### src/rtl/spi_hold_fe_pkg.sv
package spi_hold_fe_pkg;
    localparam int unsigned DEF_DATA_W      = 8;
    localparam int unsigned DEF_SYNC_STAGES = 2;

    // synchronized level plus its edges in the system clock domain
    typedef struct packed {
        logic lvl;
        logic rise;
        logic fall;
    } edge_t;
endpackage

### src/rtl/spi_fe_sync.sv
module spi_fe_sync #(
    parameter int unsigned   W       = 4,
    parameter int unsigned   STAGES  = 2,
    parameter logic [W-1:0]  RST_VAL = '0
) (
    input  logic         clk,
    input  logic         rst_n,
    input  logic [W-1:0] async_i,
    output logic [W-1:0] sync_o
);
    logic [STAGES-1:0][W-1:0] chain_d, chain_q;

    always_comb begin
        chain_d[0] = async_i;
        for (int s = 1; s < STAGES; s++) begin
            chain_d[s] = chain_q[s-1];
        end
    end

    always_ff @(posedge clk or negedge rst_n) begin
        if (!rst_n) chain_q <= {STAGES{RST_VAL}};
        else        chain_q <= chain_d;
    end

    assign sync_o = chain_q[STAGES-1];
endmodule

### src/rtl/spi_fe_edges.sv
module spi_fe_edges
    import spi_hold_fe_pkg::*;
#(
    parameter int unsigned  N       = 3,
    parameter logic [N-1:0] RST_VAL = '0
) (
    input  logic                 clk,
    input  logic                 rst_n,
    input  logic [N-1:0]         lvl_i,
    output edge_t [N-1:0]        ev_o
);
    logic [N-1:0] prev_d, prev_q;

    always_comb prev_d = lvl_i;

    always_ff @(posedge clk or negedge rst_n) begin
        if (!rst_n) prev_q <= RST_VAL;
        else        prev_q <= prev_d;
    end

    for (genvar i = 0; i < N; i++) begin : g_edge
        assign ev_o[i].lvl  = lvl_i[i];
        assign ev_o[i].rise = lvl_i[i] & ~prev_q[i];
        assign ev_o[i].fall = ~lvl_i[i] & prev_q[i];
    end
endmodule

### src/rtl/spi_fe_hold.sv
module spi_fe_hold
    import spi_hold_fe_pkg::*;
(
    input  logic  clk,
    input  logic  rst_n,
    input  logic  desel_i,
    input  logic  sck_lvl_i,
    input  edge_t pause_ev_i,
    output logic  hold_d_o,
    output logic  hold_q_o
);
    logic hold_d, hold_q;

    always_comb begin
        hold_d = hold_q;
        if (desel_i) begin
            hold_d = 1'b0;
        end else if (!hold_q) begin
            // entry only with the serial clock low
            if (pause_ev_i.fall && !pause_ev_i.lvl && !sck_lvl_i) hold_d = 1'b1;
        end else begin
            // release only with the serial clock low
            if (pause_ev_i.rise && !sck_lvl_i) hold_d = 1'b0;
        end
    end

    always_ff @(posedge clk or negedge rst_n) begin
        if (!rst_n) hold_q <= 1'b0;
        else        hold_q <= hold_d;
    end

    assign hold_d_o = hold_d;
    assign hold_q_o = hold_q;
endmodule

### src/rtl/spi_hold_frontend.sv
module spi_hold_frontend
    import spi_hold_fe_pkg::*;
#(
    parameter int unsigned DATA_W      = DEF_DATA_W,
    parameter int unsigned SYNC_STAGES = DEF_SYNC_STAGES
) (
    input  logic              clk,
    input  logic              rst_n,
    input  logic              ser_clk_i,
    input  logic              sel_n_i,
    input  logic              ser_din_i,
    input  logic              pause_n_i,
    output logic              ser_dout_o,
    output logic              ser_dout_en_o,
    output logic [DATA_W-1:0] rx_data_o,
    output logic              rx_strobe_o,
    output logic              tx_req_o,
    input  logic [DATA_W-1:0] tx_data_i
);
    localparam int unsigned CNT_W    = (DATA_W > 1) ? $clog2(DATA_W) : 1;
    localparam logic [CNT_W-1:0] LAST_BIT = CNT_W'(DATA_W - 1);
    localparam int unsigned IDX_DIN  = 0;
    localparam int unsigned IDX_SCK  = 1;
    localparam int unsigned IDX_SEL  = 2;
    localparam int unsigned IDX_PAU  = 3;
    localparam int unsigned NSIG     = 4;

    typedef struct packed {
        logic [DATA_W-1:0] rx_sr;
        logic [DATA_W-1:0] rx_byte;
        logic [CNT_W-1:0]  bit_cnt;
        logic [DATA_W-1:0] tx_sr;
        logic              tx_pend;
        logic              out_act;
        logic              oe;
        logic              rx_vld;
        logic              tx_req;
    } core_t;

    logic [NSIG-1:0] raw_w, sync_w;
    edge_t [2:0]     ev_w;
    edge_t           sck_ev, cs_ev, pause_ev;
    logic            din_s;
    logic            hold_d, hold_q;
    logic            desel;
    core_t           d, q;
    logic [CNT_W-1:0] bit_cnt_w;

    assign raw_w[IDX_DIN] = ser_din_i;
    assign raw_w[IDX_SCK] = ser_clk_i;
    assign raw_w[IDX_SEL] = sel_n_i;
    assign raw_w[IDX_PAU] = pause_n_i;

    spi_fe_sync #(
        .W      (NSIG),
        .STAGES (SYNC_STAGES),
        .RST_VAL(4'b1100)
    ) u_sync (
        .clk    (clk),
        .rst_n  (rst_n),
        .async_i(raw_w),
        .sync_o (sync_w)
    );

    spi_fe_edges #(
        .N      (3),
        .RST_VAL(3'b110)
    ) u_edges (
        .clk  (clk),
        .rst_n(rst_n),
        .lvl_i(sync_w[IDX_PAU:IDX_SCK]),
        .ev_o (ev_w)
    );

    assign din_s    = sync_w[IDX_DIN];
    assign sck_ev   = ev_w[0];
    assign cs_ev    = ev_w[1];
    assign pause_ev = ev_w[2];
    assign desel    = cs_ev.lvl | cs_ev.rise | cs_ev.fall;

    spi_fe_hold u_hold (
        .clk       (clk),
        .rst_n     (rst_n),
        .desel_i   (desel),
        .sck_lvl_i (sck_ev.lvl),
        .pause_ev_i(pause_ev),
        .hold_d_o  (hold_d),
        .hold_q_o  (hold_q)
    );

    always_comb begin
        d        = q;
        d.rx_vld = 1'b0;
        d.tx_req = 1'b0;
        if (desel) begin
            d.bit_cnt = '0;
            d.tx_pend = 1'b0;
            d.out_act = 1'b0;
        end else if (!hold_q) begin
            if (sck_ev.rise) begin
                d.rx_sr = {q.rx_sr[DATA_W-2:0], din_s};
                if (q.bit_cnt == LAST_BIT) begin
                    d.bit_cnt = '0;
                    d.rx_byte = {q.rx_sr[DATA_W-2:0], din_s};
                    d.rx_vld  = 1'b1;
                    d.tx_req  = 1'b1;
                    d.tx_pend = 1'b1;
                end else begin
                    d.bit_cnt = q.bit_cnt + 1'b1;
                end
            end
            if (sck_ev.fall) begin
                if (q.tx_pend) begin
                    d.tx_sr   = tx_data_i;
                    d.tx_pend = 1'b0;
                    d.out_act = 1'b1;
                end else begin
                    d.tx_sr = {q.tx_sr[DATA_W-2:0], 1'b0};
                end
            end
        end
        d.oe = !cs_ev.lvl && !hold_d && d.out_act;
    end

    always_ff @(posedge clk or negedge rst_n) begin
        if (!rst_n) q <= '0;
        else        q <= d;
    end

    assign ser_dout_o    = q.tx_sr[DATA_W-1];
    assign ser_dout_en_o = q.oe;
    assign rx_data_o     = q.rx_byte;
    assign rx_strobe_o   = q.rx_vld;
    assign tx_req_o      = q.tx_req;
    assign bit_cnt_w     = q.bit_cnt;
endmodule

### config.mk
export PLATFORM = sky130hd
export DESIGN_NAME = spi_hold_frontend
export DESIGN_NICKNAME = d
export VERILOG_FILES = /design/src/rtl/spi_hold_fe_pkg.sv /design/src/rtl/spi_fe_sync.sv /design/src/rtl/spi_fe_edges.sv /design/src/rtl/spi_fe_hold.sv /design/src/rtl/spi_hold_frontend.sv
export SDC_FILE = /design/constraint.sdc
export NUM_CORES = 1
export LEC_CHECK = 0
export ABC_CLOCK_PERIOD_IN_PS = 1800
export CAP_MARGIN = 10
export CORE_MARGIN = 2
export CORE_UTILIZATION = 30
export DETAILED_ROUTE_END_ITERATION = 7
export PLACE_DENSITY = 0.62
export SETUP_SLACK_MARGIN = 0.3
export SLEW_MARGIN = 0
export SYNTH_ARGS = -nofsm -noshare
export SYNTH_HDL_FRONTEND = slang
export SYNTH_SLANG_ARGS = --single-unit
### constraint.sdc
create_clock -name clk -period 1.8 [get_ports clk]
set_input_delay 0.36 -clock clk [delete_from_list [all_inputs] [get_ports clk]]
set_output_delay 0.36 -clock clk [all_outputs]
set_load 0.1 [all_outputs]
Word-level counts from Yosys, hierarchy flattened
Index checks and enable logic that the tools add are counted.
Widths: inputs -> output; s select.
{ "totals": {"ff_bits": 43, "mem_bits_rw": 0, "output_inout_bits": 12, "latchBits": 0, "memories": 0, "romBits": 0} }
{ "op_classes": {"div": 0, "n_bitwise": 16, "n_lt_le_gt_ge": 0, "n_mul": 0, "n_addsub": 1, "n_reduce_logical": 14, "muxes": 18, "eq_ne": 2, "shift": 0} }
{ "ops": {"columns": ["cell", "n"], "rows": [
  ["$mux 13", 1],
  ["$mux 2", 6],
  ["$mux 10", 1],
  ["$mux 3", 3],
  ["$mux 8", 1],
  ["$not 1->1", 8],
  ["$and 1x1->1", 6],
  ["$mux 1", 6],
  ["$reduce_and 3->1", 2],
  ["$logic_and 1x1->1", 5],
  ["$logic_not 1->1", 4],
  ["$reduce_and 4->1", 1],
  ["$add 3x1->3 const B", 1],
  ["$eq 3x3->1 const B", 1],
  ["$ne 2x2->1 const B", 1],
  ["$or 1x1->1", 2],
  ["$reduce_and 2->1", 1],
  ["$reduce_bool 2->1", 1]
]} }

Longest topological paths before layout
{ "depth": {"ltp_word": 10, "depth_mapped": 5, "depth_no_buf": 5} }

By module
A second synthesis with hierarchy kept.
{ "hier_totals": {"cells_unflattened": 130, "area_unflattened_um2": 1731.7} }
{ "modules_own_cells": {"columns": ["mod", "cells_per_inst", "area_each_um2", "n_inst"], "rows": [
  ["spi_hold_frontend", 105, 1340.0, 1],
  ["spi_fe_sync", 8, 205.2, 1],
  ["spi_fe_edges", 12, 137.6, 1],
  ["spi_fe_hold", 5, 48.8, 1]
]} }

Least setup slack after synthesis
Ideal clock, no wire load.
{ "synth_path": {"path_type": "reg2out", "startpoint": "register, netlist name rx_strobe_o", "endpoint": "output tx_req_o", "stages_incl_launch_ff": 2, "arrival_time_ns": 1.324, "slack_ns": 0.116, "path_buffers": 1, "cell_sequence": "dfrtp_1 > buf_4"} }
{ "synth_lines": {"columns": ["element", "line_no", "rtl"], "rows": [
  ["to (decl)", "spi_hold_frontend.sv:17", "output logic tx_req_o,"]
]} }

Worst setup path after layout
{ "layout_path": {"startpoint": "register u_sync.chain_q, in the netlist u_sync.sync_o[1]", "endpoint": "register q[25] in the netlist's numbering"} }
{ "layout_via": {"elab_chain_cells": 2} }
{ "layout_rtl": {"columns": ["element", "line_no", "rtl"], "rows": [
  ["from (decl)", "spi_fe_sync.sv:11", "logic [STAGES-1:0][W-1:0] chain_d, chain_q;"],
  ["from (signal assigned)", "spi_fe_sync.sv:21", "if (!rst_n) chain_q <= {STAGES{RST_VAL}};"],
  ["from (signal assigned)", "spi_fe_sync.sv:22", "else chain_q <= chain_d;"],
  ["$and 1x1->1", "spi_fe_edges.sv:23", "assign ev_o[i].rise = lvl_i[i] & ~prev_q[i];"],
  ["$reduce_and 3->1 (no source line)", null, null],
  ["to (signal assigned)", "spi_hold_frontend.sv:126", "if (!rst_n) q <= '0;"],
  ["to (signal assigned)", "spi_hold_frontend.sv:127", "else q <= d;"],
  ["to (decl)", "spi_hold_frontend.sv:46", "core_t d, q;"]
]} }
No other way between the ends.
A chain may end at the register's enable or synchronous reset.

==> impl_metrics.py <==
metrics = {
    "power_and_ir_drop": {
        "irDropWorstVdd_v": 0.000331,
        "power.static_leakage_nw": 0.957,
        "cellPowerDensity_mw_per_mm2": 853,
        "finalPower_mw": 1.90,
    },
    "routing": {
        "ant_nets": 0,
        "drt-pass1-iter-count": 4,
        "via_per_inst": 4.57,
        "wl_per_cell_um": 13.3,
        "routed_wirelength_um": 2930,
        "vias": 1009,
        "detail_route.iter0.violations": 25,
        "drt_drc_violations_left": 0,
    },
    "synthesis": {
        "synthesis.area_per_instance_sq_um": 13.8,
        "netlist_area_sq_mm": 0.00169,
        "count_of_distinct_cell_types_in_the_synthesized_netlist": 24,
        "synth.mux.area_fraction_pct": 17.3,
        "ys_seq_area_share_pct": 62.7,
        "synthSimpleGateAreaFrac_pct": 6.89,
        "mappedNetlistNets": 138,
        "post_synth_inst_count": 122,
        "synth_compound_gate_area_share_pct": 6.00,
        "seq_cells_post_synth": 42,
        "adder_cell_fraction_of_synth_area_pct": 1.48,
        "synth_top_family_by_area": "multiplexers",
        "synth_warnings": 0,
        "synth-xor-area-share_pct": 0,
    },
    "clock_tree": {
        "ctsHoldBuffers": 0,
        "cts_inserted_buffers": 5,
        "clock_insertion_delay_worst_skew_ps": 280,
        "cts_tree": "done",
        "clock-sinks": 42,
        "clock_tree.root_cell": "sky130_fd_sc_hd__clkbuf_8",
        "clk_transition_reported_paths_ps": 70,
        "ctsLongestPathBuffers": 2,
        "h-tree-depth": 2,
    },
    "worst_setup_path": {
        "crit_path_max_fanout": 7,
        "critPathLaunchType": "flop",
        "worstPathRequired_ps": 1970,
        "critical-path-max-stage-delay_ps": 450,
        "criticalPathCategory": "reg -> reg",
        "data_arrival_at_the_endpoint_of_the_critical_path_ps": 1610,
        "cpMaxStageDelayCell": "sky130_fd_sc_hd__dfrtp_1",
        "timing.critical_path.to_type": "flop",
        "critical_path_cell_by_cell": "nor3b_4 -> buf_4 -> nand2_2 -> mux2_2",
    },
    "min_path": {
        "worst_hold_path_type": "in -> async",
    },
    "grt": {
        "grt_remaining_overflow": 0,
        "grtUsageTotal_pct": 10.1,
        "grt_pass1_wl_um": 4820,
        "grt_max_degree": 23,
        "grt_pass1_vias": 1046,
        "grt_antenna_before_repair": 0,
    },
    "run": {
        "max-cap-violations": 0,
    },
    "layout": {
        "most-common-layout-cells": "sky130_fd_sc_hd__dfrtp_1, sky130_fd_sc_hd__mux2_2, sky130_fd_sc_hd__buf_12, sky130_fd_sc_hd__clkdlybuf4s50_1, sky130_fd_sc_hd__mux2i_1",
        "post_route_cells_drive_above_1_share_pct": 38.3,
        "antenna_cells_inserted": 0,
        "area.growth.synth_to_final_pct": 31.9,
        "layout.cell_area.non_filler_sq_mm": 0.00223,
        "final-instance-count-excl-fill": 221,
        "net_count_final": 164,
        "layout.cells.most_common": "sky130_fd_sc_hd__dfrtp_1",
    },
    "die": {
        "rows": 27,
        "die_y_um": 79.0,
        "die_area_sq_mm": 0.00625,
        "floorplan.initialDensity_pct": 30.9,
        "design.core.area_sq_mm": 0.00547,
        "dieWidth_um": 79.0,
        "io_pins": 26,
    },
    "timing": {
        "slew_viol_final": 0,
        "final_critical_path_setup_slack_ps": 364,
        "worst_pin_slew_ps": 493,
        "final.setup.tns_ps": 0,
        "grt_setup_unrepaired": "no",
        "final.min_clock_period_ps": 1440,
        "clock_skew_ps": 5.58,
        "worst_slew_margin_relative_to_its_limit_pct": 67.1,
        "timing.final.crit_share_pct": 79.8,
        "timing.final.hold_violations": 0,
        "clock.fmax_mhz": 696,
        "timing.final.setup_violations": 0,
    },
    "placement": {
        "dpl_worst_slack_ps": -156,
        "place_congestion": 0.707,
        "io_buffers": 25,
        "post_dp_cell_area_sq_mm": 0.00210,
        "place_hpwl_um": 2060,
        "dpl.cell_count": 209,
    },
    "status": {
        "status": "complete, no violations",
    },
}
## Yosys cell counts
library cell	count	area, sq um
sky130_fd_sc_hd__a21oi_1	8	40.0
sky130_fd_sc_hd__a2bb2oi_1	1	8.76
sky130_fd_sc_hd__a31oi_1	6	37.5
sky130_fd_sc_hd__and2_1	1	6.26
sky130_fd_sc_hd__buf_2	2	10.0
sky130_fd_sc_hd__buf_4	9	67.6
sky130_fd_sc_hd__clkbuf_1	2	7.51
sky130_fd_sc_hd__dfrtp_1	36	901
sky130_fd_sc_hd__dfstp_2	6	158
sky130_fd_sc_hd__ha_1	2	25.0
sky130_fd_sc_hd__inv_1	3	11.3
sky130_fd_sc_hd__mux2_2	17	191
sky130_fd_sc_hd__mux2i_1	10	100
sky130_fd_sc_hd__nand2_1	2	7.51
sky130_fd_sc_hd__nand2_2	1	6.26
sky130_fd_sc_hd__nand3_4	1	17.5
sky130_fd_sc_hd__nor2_1	6	22.5
sky130_fd_sc_hd__nor2b_1	1	6.26
sky130_fd_sc_hd__nor3_1	1	5.00
sky130_fd_sc_hd__nor3b_1	1	7.51
sky130_fd_sc_hd__nor3b_2	1	12.5
sky130_fd_sc_hd__nor3b_4	1	18.8
sky130_fd_sc_hd__o21ai_0	3	15.0
sky130_fd_sc_hd__or2_2	1	6.26
## metal layers
| layer | track usage (%) | up-vias | wire length [um] |
|---|---|---|---|
| li1 | - | 476 | - |
| met1 | 12.2 | 497 | 1310 |
| met2 | 16.2 | 31 | 1400 |
| met3 | 3.75 | 5 | 178 |
| met4 | 4.14 | 0 | 42 |
| met5 | 0 | - | 0 |
## where the power goes
group | internal [mW] | switching [mW] | total, mW
Clock | 0.312 | 0.285 | 0.597
Combinational | 0.113 | 0.0977 | 0.211
Sequential | 1.04 | 0.0573 | 1.09
Total | 1.46 | 0.440 | 1.90
## critical path, delay by kind of cell (launching register included)
family | cells | cell delay [ps]
buffers and inverters | 1 | 170
DFF | 1 | 450
muxes | 1 | 360
and+or+nand+nor | 2 | 350
## flip-flops by register name (all words and copies together), names as in the netlist
| signal | cells |
|---|---|
| u_hold.hold_q_o | 1 |
| ser_dout_o | 1 |
| rx_strobe_o | 1 |
| u_sync.sync_o | 4 |
| ser_dout_en_o | 1 |
| bit_cnt_w | 3 |
| q | 16 |
| u_edges.prev_q | 3 |
| u_sync.chain_d | 4 |
| rx_data_o | 8 |
## cell type report
type | count | area [sq um]
well taps | 72 | 90.1
clock buffers | 8 | 90.1
flip-flops and latches | 42 | 1060
multi-input cells | 65 | 554
fillers | 511 | 3240
repair buffers | 31 | 423
inverters | 3 | 11.3
## logic make-up after synthesis
kind of cell / after synthesis
AOI/OAI and AO/OA: 18
adders and majority gates: 2
buffers and inverters: 16
DFF: 42
muxes: 27
and+or+nand+nor: 17
## metrics by stage
| step | hold slack [ps] | util, % |
|---|---|---|
| finish | 33.3 | 40.7 |
| global route | 57.6 | 40.7 |
| CTS | 37.7 | 40.4 |
| detailed placement | 336 | 38.3 |
| global placement | 334 | 38.3 |
| floorplan | 64.4 | - |
## final timing paths
| check | cells after the start | from | slack (ps) | end |
|---|---|---|---|---|
| worst min-delay path | 1 | rst_n | 30 | u_hold.hold_q_o$_DFF_PN0_ |
| min in group clk | 0 | u_sync.chain_d[4]$_DFF_PN0_ | 350 | u_sync.sync_o[0]$_DFF_PN0_ |
| worst max register to register | 4 | u_sync.sync_o[1]$_DFF_PN0_ | 360 | q[25]$_DFFE_PN0P_ |
| worst max-delay path | 4 | u_sync.sync_o[1]$_DFF_PN0_ | 360 | q[25]$_DFFE_PN0P_ |
| max in group asynchronous | 2 | rst_n | 1270 | rx_strobe_o$_DFF_PN0_ |
| worst min register to register | 0 | u_sync.chain_d[4]$_DFF_PN0_ | 350 | u_sync.sync_o[0]$_DFF_PN0_ |
## timing repair
| action | in CTS | in global routing |
|---|---|---|
| pin swaps | 1 | 1 |
| hold endpoints to repair | 0 | 0 |
| resized for setup | 2 | 1 |
| endpoints found under the setup margin | 24 | 14 |
| setup buffers | 2 | 1 |
| gates cloned | 0 | 1 |
(Power assumes the default switching activity.)
